[src/rtl/tic_pkg.sv]
package tic_pkg;
  localparam int ADR_STATUS   = 0;
  localparam int ADR_MASK     = 1;
  localparam int ADR_MIRROR   = 2;
  localparam int ADR_CTRL     = 3;
  localparam int ADR_LIM_BASE = 4;
  localparam int CTRL_CLR_BIT = 2;
  localparam int LIM_UP       = 0;
  localparam int LIM_DN       = 1;
endpackage

[src/rtl/tic_sensor_chan.sv]
module tic_sensor_chan #(
  parameter int TW     = 8,
  parameter int CONSEC = 3,
  parameter int UP_RST = 70,
  parameter int DN_RST = -128
) (
  input  logic          clk,
  input  logic          rst_n,
  input  logic          conv_hit,
  input  logic [TW-1:0] conv_temp,
  input  logic          wr_up,
  input  logic          wr_dn,
  input  logic [TW-1:0] wdata,
  output logic [TW-1:0] lim_up,
  output logic [TW-1:0] lim_dn,
  output logic          ev_up,
  output logic          ev_dn
);
  import tic_pkg::*;

  localparam int CW = $clog2(CONSEC + 1);

  logic [TW-1:0] lim  [2];
  logic          wr   [2];
  logic          viol [2];
  logic          ev   [2];
  logic [CW-1:0] cnt  [2];
  logic          rep  [2];

  assign wr[LIM_UP]   = wr_up;
  assign wr[LIM_DN]   = wr_dn;
  assign viol[LIM_UP] = $signed(conv_temp) > $signed(lim[LIM_UP]);
  assign viol[LIM_DN] = $signed(conv_temp) < $signed(lim[LIM_DN]);
  assign lim_up       = lim[LIM_UP];
  assign lim_dn       = lim[LIM_DN];
  assign ev_up        = ev[LIM_UP];
  assign ev_dn        = ev[LIM_DN];

  for (genvar j = 0; j < 2; j++) begin : g_lim
    localparam logic [TW-1:0] RST_VAL = (j == LIM_UP) ? TW'(UP_RST) : TW'(DN_RST);

    assign ev[j] = conv_hit && viol[j] && (int'(cnt[j]) >= CONSEC - 1) && !rep[j];

    always_ff @(posedge clk or negedge rst_n) begin
      if (!rst_n) begin
        lim[j] <= RST_VAL;
      end else if (wr[j]) begin
        lim[j] <= wdata;
      end
    end

    always_ff @(posedge clk or negedge rst_n) begin
      if (!rst_n) begin
        cnt[j] <= '0;
      end else if (conv_hit) begin
        if (!viol[j])                 cnt[j] <= '0;
        else if (int'(cnt[j]) < CONSEC) cnt[j] <= cnt[j] + 1'b1;
      end
    end

    always_ff @(posedge clk or negedge rst_n) begin
      if (!rst_n) begin
        rep[j] <= 1'b0;
      end else if (ev[j]) begin
        rep[j] <= 1'b1;
      end else if ((conv_hit && !viol[j]) || wr[j]) begin
        rep[j] <= 1'b0;
      end
    end

    AST_REPORT_ONCE: assert property (@(posedge clk) disable iff (!rst_n)
      ev[j] |=> !ev[j]);
  end

endmodule

[src/rtl/tic_status_bank.sv]
module tic_status_bank #(
  parameter int SB = 6
) (
  input  logic          clk,
  input  logic          rst_n,
  input  logic [SB-1:0] ev,
  input  logic          mask_wr,
  input  logic [SB-1:0] mask_d,
  input  logic          rd_status,
  input  logic          rd_mirror,
  input  logic          irq_clr,
  input  logic          failsafe_n,
  output logic [SB-1:0] status,
  output logic [SB-1:0] mirror,
  output logic [SB-1:0] mask,
  output logic          irq_n
);
  logic [SB-1:0] pending;

  always_ff @(posedge clk or negedge rst_n) begin
    if (!rst_n) begin
      status  <= '0;
      mirror  <= '0;
      pending <= '0;
      mask    <= '0;
    end else begin
      status  <= (rd_status ? '0 : status)  | ev;
      mirror  <= (rd_mirror ? '0 : mirror)  | ev;
      pending <= (irq_clr   ? '0 : pending) | ev;
      if (mask_wr) mask <= mask_d;
    end
  end

  assign irq_n = failsafe_n && ((pending & ~mask) == '0);

  AST_SET_WINS: assert property (@(posedge clk) disable iff (!rst_n)
    (rd_status || irq_clr) |=> ((status & $past(ev)) == $past(ev)));
  AST_READ_CLEARS: assert property (@(posedge clk) disable iff (!rst_n)
    (rd_status && ev == '0) |=> (status == '0));
  AST_CLR_KEEPS_STATUS: assert property (@(posedge clk) disable iff (!rst_n)
    (irq_clr && !rd_status) |=> (status == ($past(status) | $past(ev))));
  AST_CLR_RELEASES: assert property (@(posedge clk) disable iff (!rst_n)
    (irq_clr && ev == '0) |=> (irq_n == failsafe_n));
  AST_MIRROR_OWN_CLEAR: assert property (@(posedge clk) disable iff (!rst_n)
    !rd_mirror |=> ((mirror & $past(mirror)) == $past(mirror)));

endmodule

[src/rtl/tic_int_ctrl.sv]
module tic_int_ctrl #(
  parameter int NUM_SENS = 3,
  parameter int TW       = 8,
  parameter int DW       = 8,
  parameter int AW       = 4,
  parameter int CONSEC   = 3,
  parameter int UP_RST   = 70,
  parameter int DN_RST   = -128,
  parameter int SW       = (NUM_SENS > 1) ? $clog2(NUM_SENS) : 1
) (
  input  logic          clk,
  input  logic          rst_n,
  input  logic          conv_valid,
  output logic          conv_ready,
  input  logic [SW-1:0] conv_sensor,
  input  logic [TW-1:0] conv_temp,
  input  logic          failsafe_n,
  input  logic          reg_wr,
  input  logic          reg_rd,
  input  logic [AW-1:0] reg_addr,
  input  logic [DW-1:0] reg_wdata,
  output logic [DW-1:0] reg_rdata,
  output logic          irq_n
);
  import tic_pkg::*;

  localparam int SB = 2 * NUM_SENS;

  logic          accept;
  logic [SB-1:0] ev;
  logic [SB-1:0] status, mirror, mask;
  logic [TW-1:0] lim_up [NUM_SENS];
  logic [TW-1:0] lim_dn [NUM_SENS];

  assign conv_ready = 1'b1;
  assign accept     = conv_valid && conv_ready;

  for (genvar k = 0; k < NUM_SENS; k++) begin : g_sens
    logic hit, wr_up, wr_dn, e_up, e_dn;
    assign hit   = accept && (conv_sensor == SW'(k));
    assign wr_up = reg_wr && (reg_addr == AW'(ADR_LIM_BASE + 2 * k));
    assign wr_dn = reg_wr && (reg_addr == AW'(ADR_LIM_BASE + 2 * k + 1));

    tic_sensor_chan #(
      .TW(TW), .CONSEC(CONSEC), .UP_RST(UP_RST), .DN_RST(DN_RST)
    ) u_chan (
      .clk       (clk),
      .rst_n     (rst_n),
      .conv_hit  (hit),
      .conv_temp (conv_temp),
      .wr_up     (wr_up),
      .wr_dn     (wr_dn),
      .wdata     (reg_wdata[TW-1:0]),
      .lim_up    (lim_up[k]),
      .lim_dn    (lim_dn[k]),
      .ev_up     (e_up),
      .ev_dn     (e_dn)
    );

    assign ev[2*k]   = e_up;
    assign ev[2*k+1] = e_dn;
  end

  tic_status_bank #(.SB(SB)) u_bank (
    .clk        (clk),
    .rst_n      (rst_n),
    .ev         (ev),
    .mask_wr    (reg_wr && (reg_addr == AW'(ADR_MASK))),
    .mask_d     (reg_wdata[SB-1:0]),
    .rd_status  (reg_rd && (reg_addr == AW'(ADR_STATUS))),
    .rd_mirror  (reg_rd && (reg_addr == AW'(ADR_MIRROR))),
    .irq_clr    (reg_wr && (reg_addr == AW'(ADR_CTRL)) && reg_wdata[CTRL_CLR_BIT]),
    .failsafe_n (failsafe_n),
    .status     (status),
    .mirror     (mirror),
    .mask       (mask),
    .irq_n      (irq_n)
  );

  always_comb begin
    reg_rdata = '0;
    if (reg_addr == AW'(ADR_STATUS)) reg_rdata = DW'(status);
    if (reg_addr == AW'(ADR_MASK))   reg_rdata = DW'(mask);
    if (reg_addr == AW'(ADR_MIRROR)) reg_rdata = DW'(mirror);
    for (int k = 0; k < NUM_SENS; k++) begin
      if (reg_addr == AW'(ADR_LIM_BASE + 2 * k))     reg_rdata = DW'(lim_up[k]);
      if (reg_addr == AW'(ADR_LIM_BASE + 2 * k + 1)) reg_rdata = DW'(lim_dn[k]);
    end
  end

endmodule

[config.mk]
export PLATFORM = sky130hd
export DESIGN_NAME = tic_int_ctrl
export DESIGN_NICKNAME = d
export VERILOG_FILES = /design/src/rtl/tic_pkg.sv /design/src/rtl/tic_sensor_chan.sv /design/src/rtl/tic_status_bank.sv /design/src/rtl/tic_int_ctrl.sv
export SDC_FILE = /design/constraint.sdc
export NUM_CORES = 1
export LEC_CHECK = 0
export CAP_MARGIN = 20
export CORE_ASPECT_RATIO = 0.8
export CORE_MARGIN = 2
export CORE_UTILIZATION = 50
export CTS_BUF_LIST = sky130_fd_sc_hd__clkbuf_8
export DETAILED_ROUTE_END_ITERATION = 10
export PLACE_DENSITY_LB_ADDON = 0.1
export REMOVE_ABC_BUFFERS = 1
export SLEW_MARGIN = 0
export SYNTH_ARGS = -nofsm -noshare
export SYNTH_HDL_FRONTEND = slang
export SYNTH_SLANG_ARGS = --single-unit
[constraint.sdc]
create_clock -name clk -period 3.35 [get_ports clk]
set_input_delay 0.67 -clock clk [delete_from_list [all_inputs] [get_ports clk]]
set_output_delay 0.67 -clock clk [all_outputs]
set_load 0.05 [all_outputs]
==> key figures, run 1 <==
Logic synthesis
  – Synth Register Bits: 90
  – FFs w/ async S/R, synth: 1.00
  – Post-synth EDFFs: 0
  – Average cell area after synthesis: 9.74 um^2
  – Post-Syn Instances: 588
  – Netlist cell types: 55
  – Sequential fraction of the synthesis area: 0.396
  – Synth warnings: 0
  – Most used DFF post-synth: dfrtp_1
  – Synth Cell Area: 0.00573 mm^2

Final layout
  – Final non-filler cell area: 0.00656 mm^2
  – Number of inserted diodes: 0
  – Fin cells: 775
  – Most frequent cells in the layout: dfrtp_1, nand2_1, inv_1
  – Most common cell after layout, fill and taps aside: dfrtp_1
  – Share of layout cells above drive strength 1: 0.143
  – Area Growth Syn to Fin: 14.4%
  – Final nets: 711

Hold path
  – Worst min-delay path class: primary input to async pin

Floorplanning
  – Die Area: 0.0123 mm^2
  – Initial Utilization: 0.520
  – I/O pin total: 38
  – Die Y: 99.7 um
  – Chip Width: 124 um
  – Row cnt: 34
  – Core Region: 0.0110 mm^2

Detailed routing
  – 1st-iter DRT viols: 360
  – Post-DR vias/cell: 5.86
  – Drt pass-1 iters: 5
  – WL/cell: 19.9 um
  – Antenna-violating nets left: 0
  – Total number of vias: 4541
  – Final WL: 15400 um
  – # DRC: 0

Clocking
  – CTS Root Buffer Type: clkbuf_8
  – Sink Count: 90
  – H-tree levels: 3
  – Post_cts resized: 0
  – Insertion delay to the later sink of the worst-skew pair: 380 ps
  – Hold bufs inserted after CTS: 0
  – CTS Buf Count: 9
  – Setup Buffers After CTS: 0
  – Clock buffer depth: 2
  – TritonCTS clock tree: yes
  – CTS clk-pin slew, worst paths: 90 ps

Worst setup path
  – R2r setup slk: 1230 ps
  – R2R Path End: u_bank.status[1]
  – Highest net fanout along the worst path: 23
  – Worst R2R Start: g_sens[0].u_chan.lim_dn[7]
  – Critical path data arrival time: 2520 ps
  – Reg2reg path depth: 6
  – Crit path kind: primary input to output port
  – CP endpoint kind: output port
  – Critical Path RT: 2680 ps
  – CP Launch Type: primary input

Power and ir drop
  – Pleak: 2.99 nW
  – Tot Pwr: 4.06 mW
  – Clock power share: 0.207
  – Power per standard cell area: 620 mW/mm^2
  – Int Power: 2.56 mW
  – Sw Pwr: 1.50 mW
  – Sequential cell fraction of total power: 0.431
  – Power share of the combinational group: 0.363
  – Switch share: 0.369
  – Max VDD drop: 0.000397 V

GRT
  – First-pass GRT wire length: 24800 um
  – GRT Total Usage: 0.271
  – Largest net degree at the start of global routing: 55
  – Congestion Overflow GR: 0
  – Vias in the first global route: 4590
  – Antenna violations before repair: 0

Placed design
  – Placed instance area: 0.00634 mm^2
  – Placer's final routability congestion estimate: 0.880
  – PortBufs: 36
  – HPWL Detailed: 11900 um
  – Placed cell count: 759

Timing
  – Post-Route Skew: 9.74 ps
  – Final hold vios: 0
  – Worst Max-Slew Pin Slew: 697 ps
  – Final setup violating endpoints: 0
  – Final worst path period need: 3190 ps
  – RSZ-0062 raised after global routing: no
  – Max Clk Rate: 0.313 GHz
  – Relative slew slack: 0.535
  – Final setup TNS: 0 ps
  – Final Slew Violations: 0
  – Share of the cycle needed by the critical path after routing: 0.953

Run
  – Max cap viols: 0

Run status
  – Outcome: complete, no violations
[routing by layer]
| layer | track usage | wire, um | share of wire |
|---|---|---|---|
| met1 | 0.392 | 7290 | 0.47 |
| met2 | 0.412 | 7060 | 0.46 |
| met3 | 0.0562 | 841 | 0.055 |
| met4 | 0.0778 | 212 | 0.014 |
| met5 | 0 | 0 | 0 |
[power by group through the flow]
stage / Sequential, mW / Combinational (mW) / Clock [mW]
floorplan: 1.68 / 1.04 / 0
global placement: 1.76 / 1.40 / 0
detailed placement: 1.77 / 1.47 / 0
CTS: 1.75 / 1.48 / 0.852
global route: 1.80 / 1.66 / 0.905
finish: 1.75 / 1.47 / 0.839
[final cells by class]
class | instances | area [um^2]
clock buffers | 9 | 124
repair buffers | 47 | 533
inverters | 57 | 214
flip-flops and latches | 90 | 2270
well taps | 144 | 180
fillers | 974 | 4460
multi-input cells | 421 | 3140
clock inverters | 7 | 93.8
[worst max-delay path by stage]
stage | slack, ps | startpoint | to
after global placement | 190 | reg_addr[0] | reg_rdata[2]
after global routing | 40 | reg_addr[0] | reg_rdata[4]
after floorplan | 230 | reg_addr[0] | reg_rdata[0]
after detailed placement | 170 | reg_addr[0] | reg_rdata[2]
final | 160 | reg_addr[0] | reg_rdata[2]
after CTS | 160 | reg_addr[0] | reg_rdata[2]
[critical path, stage by stage]
cell             delay [ps]
clkdlybuf4s50_1         500
buf_12                  200
nor2b_1                 150
buf_4                   180
a211oi_1                 90
o32ai_1                 510
buf_12                  210
[state kept, by name, indices dropped and copies added, names as in the netlist]
name,flops
u_bank.status,6
u_bank.pending,6
g_sens.u_chan.cnt,12
g_sens.u_chan.lim_up,24
g_sens.u_chan.rep,6
u_bank.mirror,6
u_bank.mask,6
g_sens.u_chan.lim_dn,24
[cells by family after synthesis]
kind of cell | share of synthesized area
and+or+nand+nor | 0.169
AOI/OAI and AO/OA | 0.145
DFF | 0.396
buffers and inverters | 0.0555
adders and majority gates | 0.125
muxes | 0.101
xor gates and xnor gates | 0.00917
other | 0.000655
[through the flow]
step	util	hold WS [ps]	setup WS [ps]
after global placement	0.575	464	190
after detailed placement	0.575	475	166
final	0.595	320	156
after global routing	0.595	359	42.0
after CTS	0.595	356	160
after floorplan	-	374	229
[synthesized netlist by cell type, types with 2 or more instances]
cell type   n  area, um^2
a211oi_1    5        37.5
mux4_2      6         135
and3_1      2        12.5
nand2b_1   11        68.8
nor3_1      9        45.0
nor3b_1     5        37.5
o32ai_1     5        43.8
and4_1      6        52.6
a31oi_1     3        18.8
inv_1      57         214
o2111ai_1   3        26.3
o21ai_1    29         145
a21o_1      6        45.0
nand3_1    18        90.1
nand2_1    69         259
clkbuf_1    3        11.3
nor2b_1     9        56.3
nand3b_1    2        15.0
and4bb_2    2        25.0
or4b_1      3        30.0
nor2_1     24        90.1
or4b_4      3        41.3
or3_1       3        18.8
and2_1      2        12.5
o211ai_1   10        75.1
a2111oi_4   3        82.6
ha_1       57         713
nand4_1     4        25.0
a21oi_1    45         225
dfstp_2    12         315
o21ai_0    12        60.1
a32o_1      2        20.0
dfrtp_1    78        1950
mux2i_1    16         160
xnor2_1     6        52.6
mux2_2     24         270
buf_2      14        70.1
buf_4       3        22.5
Power figures use the tool's default switching activity.
==> inputs of run 2 (changes only) <==
--- a/config.mk
+++ b/config.mk
@@ -13,7 +13,7 @@
 export DETAILED_ROUTE_END_ITERATION = 10
 export PLACE_DENSITY_LB_ADDON = 0.1
 export REMOVE_ABC_BUFFERS = 1
-export SLEW_MARGIN = 0
+export SLEW_MARGIN = 25
 export SYNTH_ARGS = -nofsm -noshare
 export SYNTH_HDL_FRONTEND = slang
 export SYNTH_SLANG_ARGS = --single-unit
==> results of run 2 <==
Same layout as run 1: the final DEF is identical, and so are final timing and power.
==> inputs of run 3 (changes only) <==
--- a/config.mk
+++ b/config.mk
@@ -10,6 +10,7 @@
 export CORE_MARGIN = 2
 export CORE_UTILIZATION = 50
 export CTS_BUF_LIST = sky130_fd_sc_hd__clkbuf_8
+export CTS_CLUSTER_SIZE = 10
 export DETAILED_ROUTE_END_ITERATION = 10
 export PLACE_DENSITY_LB_ADDON = 0.1
 export REMOVE_ABC_BUFFERS = 1
==> results of run 3 <==
Same layout as run 1: the final DEF is identical, and so are final timing and power.
